### src/rtl/dtmr_pkg.sv
package dtmr_pkg;

    localparam int DEF_CNT_W  = 24;
    localparam int DEF_DATA_W = 32;
    localparam int DEF_PS_W   = 8;

    // Control word bit positions (software-visible)
    localparam int BIT_EN    = 7;
    localparam int BIT_PER   = 6;
    localparam int BIT_PS_LO = 2;

    typedef enum logic [1:0] {
        REG_LOAD  = 2'd0,
        REG_COUNT = 2'd1,
        REG_CTRL  = 2'd2,
        REG_CLEAR = 2'd3
    } reg_e;

    typedef struct packed {
        logic       en;
        logic       per;
        logic [1:0] psel;
    } ctl_t;

    // Terminal value of the divider phase counter for a given select
    function automatic logic [DEF_PS_W-1:0] ps_limit(input logic [1:0] sel);
        case (sel)
            2'd0:    ps_limit = DEF_PS_W'(0);
            2'd1:    ps_limit = DEF_PS_W'(15);
            default: ps_limit = DEF_PS_W'(255);
        endcase
    endfunction

    function automatic ctl_t ctl_decode(input logic [7:0] w);
        ctl_t c;
        c.en   = w[BIT_EN];
        c.per  = w[BIT_PER];
        c.psel = w[BIT_PS_LO+1:BIT_PS_LO];
        return c;
    endfunction

    function automatic logic [7:0] ctl_encode(input ctl_t c);
        logic [7:0] w;
        w = '0;
        w[BIT_EN]                   = c.en;
        w[BIT_PER]                  = c.per;
        w[BIT_PS_LO+1:BIT_PS_LO]    = c.psel;
        return w;
    endfunction

endpackage

### src/rtl/dtmr_prescaler.sv
module dtmr_prescaler #(
    parameter int PS_W = 8
) (
    input  logic            clk,
    input  logic            rst,
    input  logic            run,
    input  logic            restart,
    input  logic [PS_W-1:0] lim,
    output logic            tick
);
    logic [PS_W-1:0] phase_q;

    // >= keeps the phase from running past a limit lowered on the fly
    assign tick = run && (phase_q >= lim);

    always_ff @(posedge clk) begin
        if (rst || restart || !run || tick) begin
            phase_q <= '0;
        end else begin
            phase_q <= phase_q + 1'b1;
        end
    end
endmodule

### src/rtl/dtmr_channel.sv
module dtmr_channel
    import dtmr_pkg::*;
#(
    parameter int CNT_W = DEF_CNT_W,
    parameter int PS_W  = DEF_PS_W
) (
    input  logic             clk,
    input  logic             rst,
    input  logic             ld_wr,
    input  logic             ctl_wr,
    input  logic             clr_wr,
    input  logic [CNT_W-1:0] ld_val,
    input  ctl_t             ctl_val,
    output logic [CNT_W-1:0] cnt_q,
    output logic [CNT_W-1:0] ld_q,
    output ctl_t             ctl_q,
    output logic             irq_q
);
    logic done_q;
    logic ps_tick;
    logic step;
    logic expire;

    dtmr_prescaler #(.PS_W(PS_W)) u_ps (
        .clk     (clk),
        .rst     (rst),
        .run     (ctl_q.en && !done_q),
        .restart (ld_wr),
        .lim     (PS_W'(ps_limit(ctl_q.psel))),
        .tick    (ps_tick)
    );

    assign step   = ps_tick && !ld_wr;
    assign expire = step && (cnt_q == '0);

    always_ff @(posedge clk) begin
        if (rst) begin
            cnt_q  <= '0;
            ld_q   <= '0;
            ctl_q  <= '0;
            done_q <= 1'b0;
            irq_q  <= 1'b0;
        end else begin
            if (ctl_wr) begin
                ctl_q <= ctl_val;
            end
            if (ld_wr) begin
                ld_q   <= ld_val;
                cnt_q  <= ld_val;
                done_q <= 1'b0;
            end else if (step) begin
                if (cnt_q != '0) begin
                    cnt_q <= cnt_q - 1'b1;
                end else if (ctl_q.per) begin
                    cnt_q <= ld_q;
                end else begin
                    done_q <= 1'b1;
                end
            end
            if (expire) begin
                irq_q <= 1'b1;
            end else if (clr_wr) begin
                irq_q <= 1'b0;
            end
        end
    end
endmodule

### src/rtl/dual_down_timer.sv
module dual_down_timer
    import dtmr_pkg::*;
#(
    parameter int NUM_TMR    = 2,
    parameter int CNT_W      = DEF_CNT_W,
    parameter int DATA_W     = DEF_DATA_W,
    parameter int PS_W       = DEF_PS_W,
    parameter int STRIDE_LSB = 5,
    localparam int SEL_W     = (NUM_TMR > 1) ? $clog2(NUM_TMR) : 1,
    localparam int ADDR_W    = STRIDE_LSB + SEL_W,
    localparam int OFF_W     = STRIDE_LSB - 2
) (
    input  logic              clk,
    input  logic              rst,
    input  logic [ADDR_W-1:0] bus_addr,
    input  logic              bus_we,
    input  logic [DATA_W-1:0] bus_wdata,
    output logic [DATA_W-1:0] bus_rdata,
    output logic              irq_out
);
    logic [SEL_W-1:0] sel;
    logic [OFF_W-1:0] off;
    logic             mapped;
    reg_e             rsel;
    ctl_t             ctl_val;

    logic [NUM_TMR-1:0]            ch_ld_wr;
    logic [NUM_TMR-1:0]            ch_ctl_wr;
    logic [NUM_TMR-1:0]            ch_clr_wr;
    logic [NUM_TMR-1:0][CNT_W-1:0] ch_cnt;
    logic [NUM_TMR-1:0][CNT_W-1:0] ch_ld;
    logic [NUM_TMR-1:0]            ch_irq;
    logic [NUM_TMR-1:0]            ch_en;
    logic [NUM_TMR-1:0]            ch_per;
    ctl_t                          ch_ctl [NUM_TMR];

    logic wdata_unused;

    assign sel     = bus_addr[ADDR_W-1:STRIDE_LSB];
    assign off     = bus_addr[STRIDE_LSB-1:2];
    assign mapped  = (off[OFF_W-1:2] == '0);
    assign rsel    = reg_e'(off[1:0]);
    assign ctl_val = ctl_decode(bus_wdata[7:0]);
    assign wdata_unused = ^{bus_wdata[DATA_W-1:CNT_W], bus_addr[1:0]};

    for (genvar i = 0; i < NUM_TMR; i++) begin : g_ch
        logic hit;
        assign hit          = bus_we && mapped && (sel == SEL_W'(i));
        assign ch_ld_wr[i]  = hit && (rsel == REG_LOAD);
        assign ch_ctl_wr[i] = hit && (rsel == REG_CTRL);
        assign ch_clr_wr[i] = hit && (rsel == REG_CLEAR);
        assign ch_en[i]     = ch_ctl[i].en;
        assign ch_per[i]    = ch_ctl[i].per;

        dtmr_channel #(.CNT_W(CNT_W), .PS_W(PS_W)) u_ch (
            .clk     (clk),
            .rst     (rst),
            .ld_wr   (ch_ld_wr[i]),
            .ctl_wr  (ch_ctl_wr[i]),
            .clr_wr  (ch_clr_wr[i]),
            .ld_val  (bus_wdata[CNT_W-1:0]),
            .ctl_val (ctl_val),
            .cnt_q   (ch_cnt[i]),
            .ld_q    (ch_ld[i]),
            .ctl_q   (ch_ctl[i]),
            .irq_q   (ch_irq[i])
        );
    end

    always_comb begin
        bus_rdata = '0;
        for (int i = 0; i < NUM_TMR; i++) begin
            if (mapped && (sel == SEL_W'(i))) begin
                case (rsel)
                    REG_LOAD:  bus_rdata = DATA_W'(ch_ld[i]);
                    REG_COUNT: bus_rdata = DATA_W'(ch_cnt[i]);
                    REG_CTRL:  bus_rdata = DATA_W'(ctl_encode(ch_ctl[i]));
                    default:   bus_rdata = '0;
                endcase
            end
        end
    end

    assign irq_out = |ch_irq;
endmodule

### config.mk
export PLATFORM = sky130hd
export DESIGN_NAME = dual_down_timer
export DESIGN_NICKNAME = d
export VERILOG_FILES = /design/src/rtl/dtmr_pkg.sv /design/src/rtl/dtmr_prescaler.sv /design/src/rtl/dtmr_channel.sv /design/src/rtl/dual_down_timer.sv
export SDC_FILE = /design/constraint.sdc
export NUM_CORES = 1
export LEC_CHECK = 0
export BUFFER_PORTS_ARGS = -buffer_cell sky130_fd_sc_hd__buf_2
export CAP_MARGIN = 20
export CORE_UTILIZATION = 50
export CTS_CLUSTER_DIAMETER = 120
export DETAILED_ROUTE_END_ITERATION = 10
export PLACE_DENSITY = 0.69
export SLEW_MARGIN = 20
export SYNTH_ARGS = -nofsm -noshare
export SYNTH_HDL_FRONTEND = slang
export SYNTH_SLANG_ARGS = --single-unit
export TNS_END_PERCENT = 100
### constraint.sdc
create_clock -name clk -period 3 [get_ports clk]
set_clock_uncertainty 0.1 [all_clocks]
set_input_delay 0.15 -clock clk [delete_from_list [all_inputs] [get_ports clk]]
set_output_delay 0.15 -clock clk [all_outputs]
set_load 0.1 [all_outputs]
==> flow_metrics.env, run 1 <==
export IMPL_critPathLaunchType="register"
export IMPL_drcViolationCount=4
export IMPL_initial_core_util=0.517
export IMPL_synth_async_reset_ratio=0
export IMPL_crit_type="reg -> reg"
export IMPL_detail_route_antenna_nets=0
export IMPL_clock_latency_ns=0.42
export IMPL_final_core_util=0.615
export IMPL_synthXorXnorAreaFrac=0.0449
export IMPL_hold_ws_ns=0.0570
export IMPL_yosys_warnings=0
export IMPL_p_per_area_nw_per_um2=551
export IMPL_grt_pass1_vias=6875
export IMPL_final_cell_mix="149 x nand2_1, 124 x dfxtp_1, 94 x nor2_1"
export IMPL_synth_edf_count=0
export IMPL_globalRouteOverflowTotal=0
export IMPL_finalCritPeriodShare=0.962
export IMPL_static_leakage_power_nw=3.54
export IMPL_io_pins=74
export IMPL_routed_wl_um=22900
export IMPL_cts_root_buf="clkbuf_16"
export IMPL_path_max_fanout=5
export IMPL_gp_congestion=0.904
export IMPL_first_pass_iters=11
export IMPL_synth_compound_area_frac=0.203
export IMPL_synth_top_family_by_area="simple AND/OR/NAND/NOR gates"
export IMPL_clockBufferDepth=2
export IMPL_clock_fmax_mhz=346
export IMPL_hold_class="in -> reg"
export IMPL_synthSimpleGateAreaFrac=0.247
export IMPL_antenna_found_initial=0
export IMPL_drive_above_1_share=0.155
export IMPL_drv_slew=0
export IMPL_numClockSinks=124
export IMPL_final_cells=1227
export IMPL_via_count=7556
export IMPL_slew_headroom=0.430
export IMPL_regArea_um2=2480
export IMPL_cts_setup_buffers=0
export IMPL_netlist_top_cells_area="dfxtp_1 33%, mux2i_1 8.0%, nand2_1 7.4%, a21oi_1 4.9%, nor2_1 4.6%"
export IMPL_fp_coreArea_um2=14700
export IMPL_synth_mux_area_frac=0.0848
export IMPL_fp_dieW_um=125
export IMPL_rsz0062_at_grt="true"
export IMPL_vias_per_cell=6.16
export IMPL_clk_pin_slew_ns=0.06
export IMPL_yosysTopAreaCell="dfxtp_1"
export IMPL_multi_input_area_um2=4740
export IMPL_htreeDepth=4
export IMPL_max_cap_viol_count=0
export IMPL_place_inst=1171
export IMPL_fill_cells=1338
export IMPL_netlist_area_um2=7600
export IMPL_placed_cell_area_um2=8180
export IMPL_ys_seq_area_frac=0.327
export IMPL_dieArea_um2=15700
export IMPL_synth_top_area_share=0.327
export IMPL_synthFlopType="dfxtp_1"
export IMPL_synth_cells=961
export IMPL_p_total_mw=4.99
export IMPL_crit_required_ns=3.21
export IMPL_endpoint_kind="register"
export IMPL_synth_seq_cells=124
export IMPL_grt_max_degree=49
export IMPL_setup_viol=0
export IMPL_synthAdderAreaFrac=0.0362
export IMPL_syn_avg_cell_area_um2=7.91
export IMPL_drt_initial_drc_count=676
export IMPL_layout_commonest_cell="nand2_1"
export IMPL_worst_pin_slew_ns=0.855
export IMPL_routedWlPerCell_um=18.7
export IMPL_fin_area_um2=9040
export IMPL_hpwl_um=16100
export IMPL_dieHeight_um=125
export IMPL_layout_min_cycle_time_ns=2.89
export IMPL_antenna_cells=0
export IMPL_grt_usage=0.296
export IMPL_status="finished with violations"
export IMPL_hold_viol=0
export IMPL_synth_distinct_cells=70
export IMPL_r2r_setup_slack_ns=0.11
export IMPL_grt_pass1_wl_um=36500
export IMPL_nets=1093
export IMPL_cts_made_buffers=17
export IMPL_syn_to_final_growth_pct=19.0
export IMPL_cp_arrival_ns=3.10
export IMPL_portBuffers=55
export IMPL_cts_tree="built"
export IMPL_vdd_drop_max_mv=0.393
export IMPL_violations="design-rule violations"
export IMPL_num_rows=44
layer usage:
metal,global-route usage,routed length (um),vias to the layer above
met5,0,0,-
met4,0.161,1040,0
met3,0.0552,1770,62
met2,0.444,9860,326
met1,0.402,10200,3544
li1,-,-,3624
repair_timing:
item                                    CTS  global route
endpoints found under the setup margin    0             8
hold buffers                             24             0
resized for setup                         0             1
endpoints found under the hold margin    78             0
cells in the mapped netlist, types with 5 or more instances:
library cell  number
o311a_1            7
o22ai_1           20
a31oi_1           13
a311oi_2          12
a211oi_1          13
or3_1             15
a221o_1            5
nor2_1            94
nand3_1           33
buf_4              8
a21oi_1           75
dfxtp_1          124
or4_1              7
nor4_1            18
mux2i_1           61
nand2_1          150
nand4_1           10
ha_1              22
nand2b_1           6
nor3_1            24
xor2_1            15
o21ai_0           15
or2_2              5
xnor2_1           24
o211ai_1          17
inv_1             19
clkbuf_1          58
path summary, 6_finish.rpt:
check,startpoint,endpoint,depth (start not counted)
worst min-delay path,rst,g_ch[1].u_ch.ctl_q[0],2
worst max-delay path,g_ch[0].u_ch.ctl_q[1],g_ch[0].u_ch.cnt_q[23],9
worst min register to register,g_ch[0].u_ch.done_q,g_ch[0].u_ch.done_q,1
worst max register to register,g_ch[0].u_ch.ctl_q[1],g_ch[0].u_ch.cnt_q[23],9
sequential cells by signal, indices dropped and copies added, names as in the netlist:
register                flops
g_ch.u_ch.u_ps.phase_q     16
g_ch.u_ch.cnt_q            48
g_ch.u_ch.done_q            2
g_ch.u_ch.irq_q             2
g_ch.u_ch.ld_q             48
g_ch.u_ch.ctl_q             8
cell families after synthesis:
| family | count (synthesis) |
|---|---|
| AO/OA/AOI/OAI | 219 |
| buffers and inverters | 97 |
| adder cells (fa/ha/maj) | 22 |
| multiplexers | 63 |
| AND/OR/NAND/NOR | 396 |
| flip-flops | 124 |
| XOR/XNOR | 39 |
| other | 1 |
report_power, final:
| part | switching [mW] | internal (mW) | total [mW] | leakage, nW |
|---|---|---|---|---|
| registers | 0.0376 | 1.68 | 1.71 | 1.00 |
| logic | 0.680 | 0.423 | 1.10 | 2.23 |
| clock network | 0.747 | 1.42 | 2.17 | 0.315 |
| total | 1.47 | 3.52 | 4.99 | 3.54 |
metrics by stage:
stage	worst slack, ns	setup TNS [ns]
2_1_floorplan	-0.584	-1.75
3_3_place_gp	0.179	0
3_5_place_dp	0.156	0
4_1_cts	0.115	0
5_1_grt	-0.000527	-0.000527
6_report	0.113	0
layout make-up:
class | count | share of cell area
Multi-Input combinational cell | 747 | 0.524
Timing Repair Buffer | 121 | 0.0988
Tap cell | 184 | 0.0255
Clock buffer | 27 | 0.0611
Inverter | 19 | 0.00788
Sequential cell | 124 | 0.274
Clock inverter | 5 | 0.00830
critical path, cell delays in order, from the launching register on:
cell	delay (ns)
dfxtp_1	0.34
or2_2	0.32
inv_1	0.11
ha_1	0.18
nor2_1	0.05
or3_1	0.36
o221ai_1	0.31
nand3_1	0.24
or4_1	0.51
a32o_1	0.26
Power figures use the tool's default switching activity.
==> inputs of run 2 (changes only) <==
--- a/config.mk
+++ b/config.mk
@@ -7,6 +7,7 @@
 export LEC_CHECK = 0
 export BUFFER_PORTS_ARGS = -buffer_cell sky130_fd_sc_hd__buf_2
 export CAP_MARGIN = 20
+export CORE_MARGIN = 1
 export CORE_UTILIZATION = 50
 export CTS_CLUSTER_DIAMETER = 120
 export DETAILED_ROUTE_END_ITERATION = 10
==> constraint.sdc (replaced) <==
create_clock -name clk -period 3.4 [get_ports clk]
set_clock_uncertainty 0.1 [all_clocks]
set_input_delay 0.17 -clock clk [delete_from_list [all_inputs] [get_ports clk]]
set_output_delay 0.17 -clock clk [all_outputs]
set_load 0.1 [all_outputs]
==> flow_metrics.env, run 2 (same netlist as run 1, synthesis figures left out) <==
export IMPL_cts_made_buffers=17
export IMPL_combPwrFrac=0.225
export IMPL_numClockSinks=124
export IMPL_p_sw_mw=1.26
export IMPL_dieHeight_um=125
export IMPL_drt_initial_drc_count=699
export IMPL_syn_to_final_growth_pct=16.2
export IMPL_via_count=7516
export IMPL_routed_wl_um=22800
export IMPL_hpwl_um=16000
export IMPL_grt_pass1_vias=7098
export IMPL_path_cells="or4_1 > nand4b_1 > nor2_2 > buf_4 > nor2_1 > a2111oi_0 > nor4_1"
export IMPL_power_internal_mw=2.92
export IMPL_endpoint_kind="register"
export IMPL_max_cap_viol_count=0
export IMPL_portBuffers=55
export IMPL_cts_root_buf="clkbuf_16"
export IMPL_slowest_delay_ns=0.62
export IMPL_dieArea_um2=15700
export IMPL_clk_pin_slew_ns=0.06
export IMPL_crit_type="reg -> reg"
export IMPL_nets=1079
export IMPL_setup_slack_ns=0.312
export IMPL_slew_headroom=0.386
export IMPL_rsz0062_at_grt="false"
export IMPL_drcViolationCount=6
export IMPL_detail_route_antenna_nets=0
export IMPL_vdd_drop_max_mv=0.398
export IMPL_drv_slew=0
export IMPL_antenna_cells=0
export IMPL_gp_congestion=0.922
export IMPL_initial_core_util=0.517
export IMPL_antenna_found_initial=0
export IMPL_vias_per_cell=6.20
export IMPL_p_total_mw=4.19
export IMPL_fill_cells=1359
export IMPL_layout_min_cycle_time_ns=3.09
export IMPL_finalCritPeriodShare=0.908
export IMPL_setup_viol=0
export IMPL_p_per_area_nw_per_um2=474
export IMPL_dp_slack_ns=0.441
export IMPL_hold_class="in -> reg"
export IMPL_htreeDepth=4
export IMPL_clockBufferDepth=2
export IMPL_clock_latency_ns=0.42
export IMPL_num_rows=44
export IMPL_layout_commonest_cell="nand2_1"
export IMPL_worst_pin_slew_ns=0.918
export IMPL_netSwitchingFraction=0.302
export IMPL_io_pins=74
export IMPL_critPathLaunchType="register"
export IMPL_first_pass_iters=8
export IMPL_cpMaxStageDelayCell="or4_1"
export IMPL_cp_arrival_ns=3.26
export IMPL_final_cell_mix="149 x nand2_1, 124 x dfxtp_1, 94 x nor2_1"
export IMPL_grt_pass1_wl_um=37000
export IMPL_cts_tree="built"
export IMPL_hold_viol=0
export IMPL_grt_max_degree=57
export IMPL_drive_above_1_share=0.142
export IMPL_globalRouteOverflowTotal=0
export IMPL_fp_dieW_um=125
export IMPL_crit_required_ns=3.57
export IMPL_violations="design-rule violations"
export IMPL_clock_fmax_mhz=324
export IMPL_grt_usage=0.299
export IMPL_static_leakage_power_nw=3.43
export IMPL_top_regs="g_ch.u_ch.cnt_q: 48 flops, g_ch.u_ch.ld_q: 48 flops, g_ch.u_ch.u_ps.phase_q: 16 flops"
export IMPL_pwr_share_clk=0.413
export IMPL_fp_coreArea_um2=14700
export IMPL_routedWlPerCell_um=18.8
export IMPL_seq_power_share=0.362
export IMPL_status="finished with violations"
export IMPL_path_max_fanout=16
-- run 2: cell types whose count changed in the layout (fill, tap and decap cells not counted), moves of 2 or more --
| cell | previous run | this run |
|---|---|---|
| buf_4 | 43 | 28 |
| buf_2 | 50 | 54 |
| clkbuf_8 | 9 | 5 |
| buf_12 | 4 | 1 |
| clkinv_2 | 3 | 5 |
-- run 2: area by class of cell --
class	instances	area (um^2)	area share
well taps	184	230	0.0261
multi-input cells	747	4740	0.537
clock inverters	7	62.6	0.00709
clock buffers	24	502	0.0568
repair buffers	107	741	0.0839
inverters	19	71.3	0.00808
flip-flops and latches	124	2480	0.281
-- run 2: through the flow --
stage                     cells  area [um^2]  utilization  setup TNS, ns  hold slack (ns)
after floorplan             968         7630            -         -0.671            0.178
final                      1212         8830        0.601              0           0.0461
after CTS                  1212         8830        0.601              0           0.0246
after global placement     1157         8020        0.546              0            0.343
after detailed placement   1157         8020        0.546              0            0.349
after global routing       1212         8830        0.601              0           0.0352
-- run 2: path summary, 6_finish.rpt --
kind	slack, ns	cells past startpoint	from	endpoint
max	0.31	7	g_ch[1].u_ch.cnt_q[16]	g_ch[1].u_ch.cnt_q[14]
max reg2reg	0.31	7	g_ch[1].u_ch.cnt_q[16]	g_ch[1].u_ch.cnt_q[14]
min	0.05	2	rst	g_ch[0].u_ch.ctl_q[3]
min reg2reg	0.37	2	g_ch[1].u_ch.ld_q[16]	g_ch[1].u_ch.ld_q[16]
-- run 2: power by group through the flow --
stage | combinational, mW | sequential, mW | clock [mW]
2_1_floorplan | 0.703 | 1.53 | 0
3_3_place_gp | 0.895 | 1.54 | 0
3_5_place_dp | 0.902 | 1.54 | 0
4_1_cts | 0.930 | 1.51 | 1.75
5_1_grt | 1.03 | 1.52 | 1.81
6_report | 0.942 | 1.51 | 1.73
-- run 2: per-layer routing --
| layer | up-vias | GRT usage | routed length (um) |
|---|---|---|---|
| met4 | 0 | 0.138 | 782 |
| met5 | - | 0 | 0 |
| met1 | 3592 | 0.395 | 10200 |
| met3 | 46 | 0.0578 | 1620 |
| met2 | 285 | 0.471 | 10200 |
| li1 | 3593 | - | - |
-- run 2: critical path, delay by kind of cell, from the launching register on --
family	cells	cell delay [ns]
AND/OR/NAND/NOR	5	1.66
AO/OA/AOI/OAI	1	0.55
flip-flops	1	0.37
buffers and inverters	1	0.26
-- run 2: timing repair --
| item | CTS | global route |
|---|---|---|
| endpoints found under the hold margin | 59 | 0 |
| setup endpoints to repair | 0 | 0 |
| setup buffers | 0 | 0 |
| hold buffers | 24 | 0 |
| resized for setup | 0 | 0 |
==> inputs of run 3 (changes only) <==
--- a/config.mk
+++ b/config.mk
@@ -7,11 +7,11 @@
 export LEC_CHECK = 0
 export BUFFER_PORTS_ARGS = -buffer_cell sky130_fd_sc_hd__buf_2
 export CAP_MARGIN = 20
-export CORE_MARGIN = 1
 export CORE_UTILIZATION = 50
 export CTS_CLUSTER_DIAMETER = 120
 export DETAILED_ROUTE_END_ITERATION = 10
 export PLACE_DENSITY = 0.69
+export RECOVER_POWER = 50
 export SLEW_MARGIN = 20
 export SYNTH_ARGS = -nofsm -noshare
 export SYNTH_HDL_FRONTEND = slang
==> flow_metrics.env, run 3 (same netlist as run 1, synthesis figures left out) <==
export IMPL_place_inst=1157
export IMPL_netSwitchingFraction=0.302
export IMPL_final_cells=1212
export IMPL_first_pass_iters=10
export IMPL_globalRouteOverflowTotal=0
export IMPL_fill_cells=1364
export IMPL_seq_power_share=0.362
export IMPL_drive_above_1_share=0.135
export IMPL_setup_viol=0
export IMPL_hold_class="in -> reg"
export IMPL_clockBufferDepth=2
export IMPL_rsz0062_at_grt="false"
export IMPL_grt_max_degree=57
export IMPL_portBuffers=55
export IMPL_antenna_found_initial=0
export IMPL_fp_coreArea_um2=14700
export IMPL_drt_initial_drc_count=717
export IMPL_dieHeight_um=125
export IMPL_hpwl_um=16000
export IMPL_path_max_fanout=48
export IMPL_p_total_mw=4.19
export IMPL_slew_headroom=-0.111
export IMPL_htreeDepth=4
export IMPL_layout_commonest_cell="nand2_1"
export IMPL_critPathLaunchType="input pin"
export IMPL_detail_route_antenna_nets=0
export IMPL_initial_core_util=0.517
export IMPL_grt_pass1_wl_um=37000
export IMPL_p_per_area_nw_per_um2=476
export IMPL_endpoint_kind="output pin"
export IMPL_top_regs="g_ch.u_ch.cnt_q: 48 flops, g_ch.u_ch.ld_q: 48 flops, g_ch.u_ch.u_ps.phase_q: 16 flops"
export IMPL_p_sw_mw=1.26
export IMPL_finalCritPeriodShare=0.931
export IMPL_power_internal_mw=2.92
export IMPL_crit_required_ns=3.13
export IMPL_grt_usage=0.299
export IMPL_io_pins=74
export IMPL_via_count=7498
export IMPL_static_leakage_power_nw=3.39
export IMPL_vias_per_cell=6.19
export IMPL_antenna_cells=0
export IMPL_hold_viol=0
export IMPL_dp_slack_ns=0.441
export IMPL_cts_tree="built"
export IMPL_gp_congestion=0.922
export IMPL_pwr_share_clk=0.413
export IMPL_fp_dieW_um=125
export IMPL_numClockSinks=124
export IMPL_clk_pin_slew_ns=0.05
export IMPL_vdd_drop_max_mv=0.399
export IMPL_clock_fmax_mhz=316
export IMPL_max_cap_viol_count=1
export IMPL_status="finished with violations"
export IMPL_setup_slack_ns=0.235
export IMPL_combPwrFrac=0.225
export IMPL_grt_pass1_vias=7098
export IMPL_drcViolationCount=6
export IMPL_nets=1079
export IMPL_cp_arrival_ns=2.89
export IMPL_violations="design-rule violations, max-capacitance violations, max-slew violations"
export IMPL_crit_type="in -> out"
export IMPL_drv_slew=49
export IMPL_final_cell_mix="149 x nand2_1, 124 x dfxtp_1, 94 x nor2_1"
export IMPL_cts_made_buffers=17
export IMPL_dieArea_um2=15700
export IMPL_syn_to_final_growth_pct=15.8
export IMPL_routedWlPerCell_um=18.8
export IMPL_routed_wl_um=22800
export IMPL_cts_root_buf="clkbuf_16"
export IMPL_num_rows=44
export IMPL_layout_min_cycle_time_ns=3.16
export IMPL_worst_pin_slew_ns=1.67
export IMPL_clock_latency_ns=0.42
-- run 3: cell types whose count changed in the layout (fill, tap and decap cells not counted) --
cell      delta
buf_2       -18
buf_4        -4
clkbuf_1     +6
clkbuf_2    +16
nor3_1       +1
nor3_4       -1
-- run 3: metrics by stage --
stage | util | hold WS, ns | TNS [ns] | area [um^2]
6_report | 0.599 | 0.0461 | 0 | 8800
5_1_grt | 0.599 | 0.0352 | 0 | 8800
4_1_cts | 0.601 | 0.0246 | 0 | 8830
3_5_place_dp | 0.546 | 0.349 | 0 | 8020
3_3_place_gp | 0.546 | 0.343 | 0 | 8020
2_1_floorplan | - | 0.178 | -0.671 | 7630
-- run 3: path summary, 6_finish.rpt --
path                     startpoint                      to  slack [ns]  depth (start not counted)
max                     bus_addr[2]           bus_rdata[13]        0.24                          5
min                             rst   g_ch[0].u_ch.ld_q[16]        0.05                          2
max reg2reg  g_ch[1].u_ch.cnt_q[16]  g_ch[1].u_ch.cnt_q[14]        0.31                          7
min reg2reg   g_ch[0].u_ch.ld_q[12]   g_ch[0].u_ch.ld_q[12]        0.37                          2
-- run 3: power by group through the flow --
stage               clock, mW  combinational (mW)  sequential (mW)
floorplan                   0               0.703             1.53
global placement            0               0.895             1.54
detailed placement          0               0.902             1.54
CTS                      1.75               0.930             1.51
global route             1.81                1.03             1.52
finish                   1.73               0.942             1.51
-- run 3: routing by layer --
layer	track usage	wire length, um	up-vias
met3	0.0578	1750	48
li1	-	-	3587
met2	0.471	10200	312
met5	0	0	-
met4	0.138	767	0
met1	0.395	10100	3551
-- run 3: repair_timing --
action | in CTS | in global routing
endpoints found under the hold margin | 59 | 0
gates resized for setup | 0 | 0
hold buffers | 24 | 0
buffers inserted | 0 | 0
-- run 3: final cells by class --
type	instances	area [um^2]	area share
multi-input combinational	747	4730	0.537
sequential	124	2480	0.282
timing repair buffer	107	723	0.0822
clock buffer	24	502	0.0570
tap	184	230	0.0262
inverter	19	71.3	0.00810
clock inverter	7	62.6	0.00711
-- run 3: worst max-delay path: stages --
cell and delay, ns:
buf_2 0.09, clkbuf_2 1.17, mux2i_1 0.28, o22ai_1 0.23
clkbuf_1 0.88
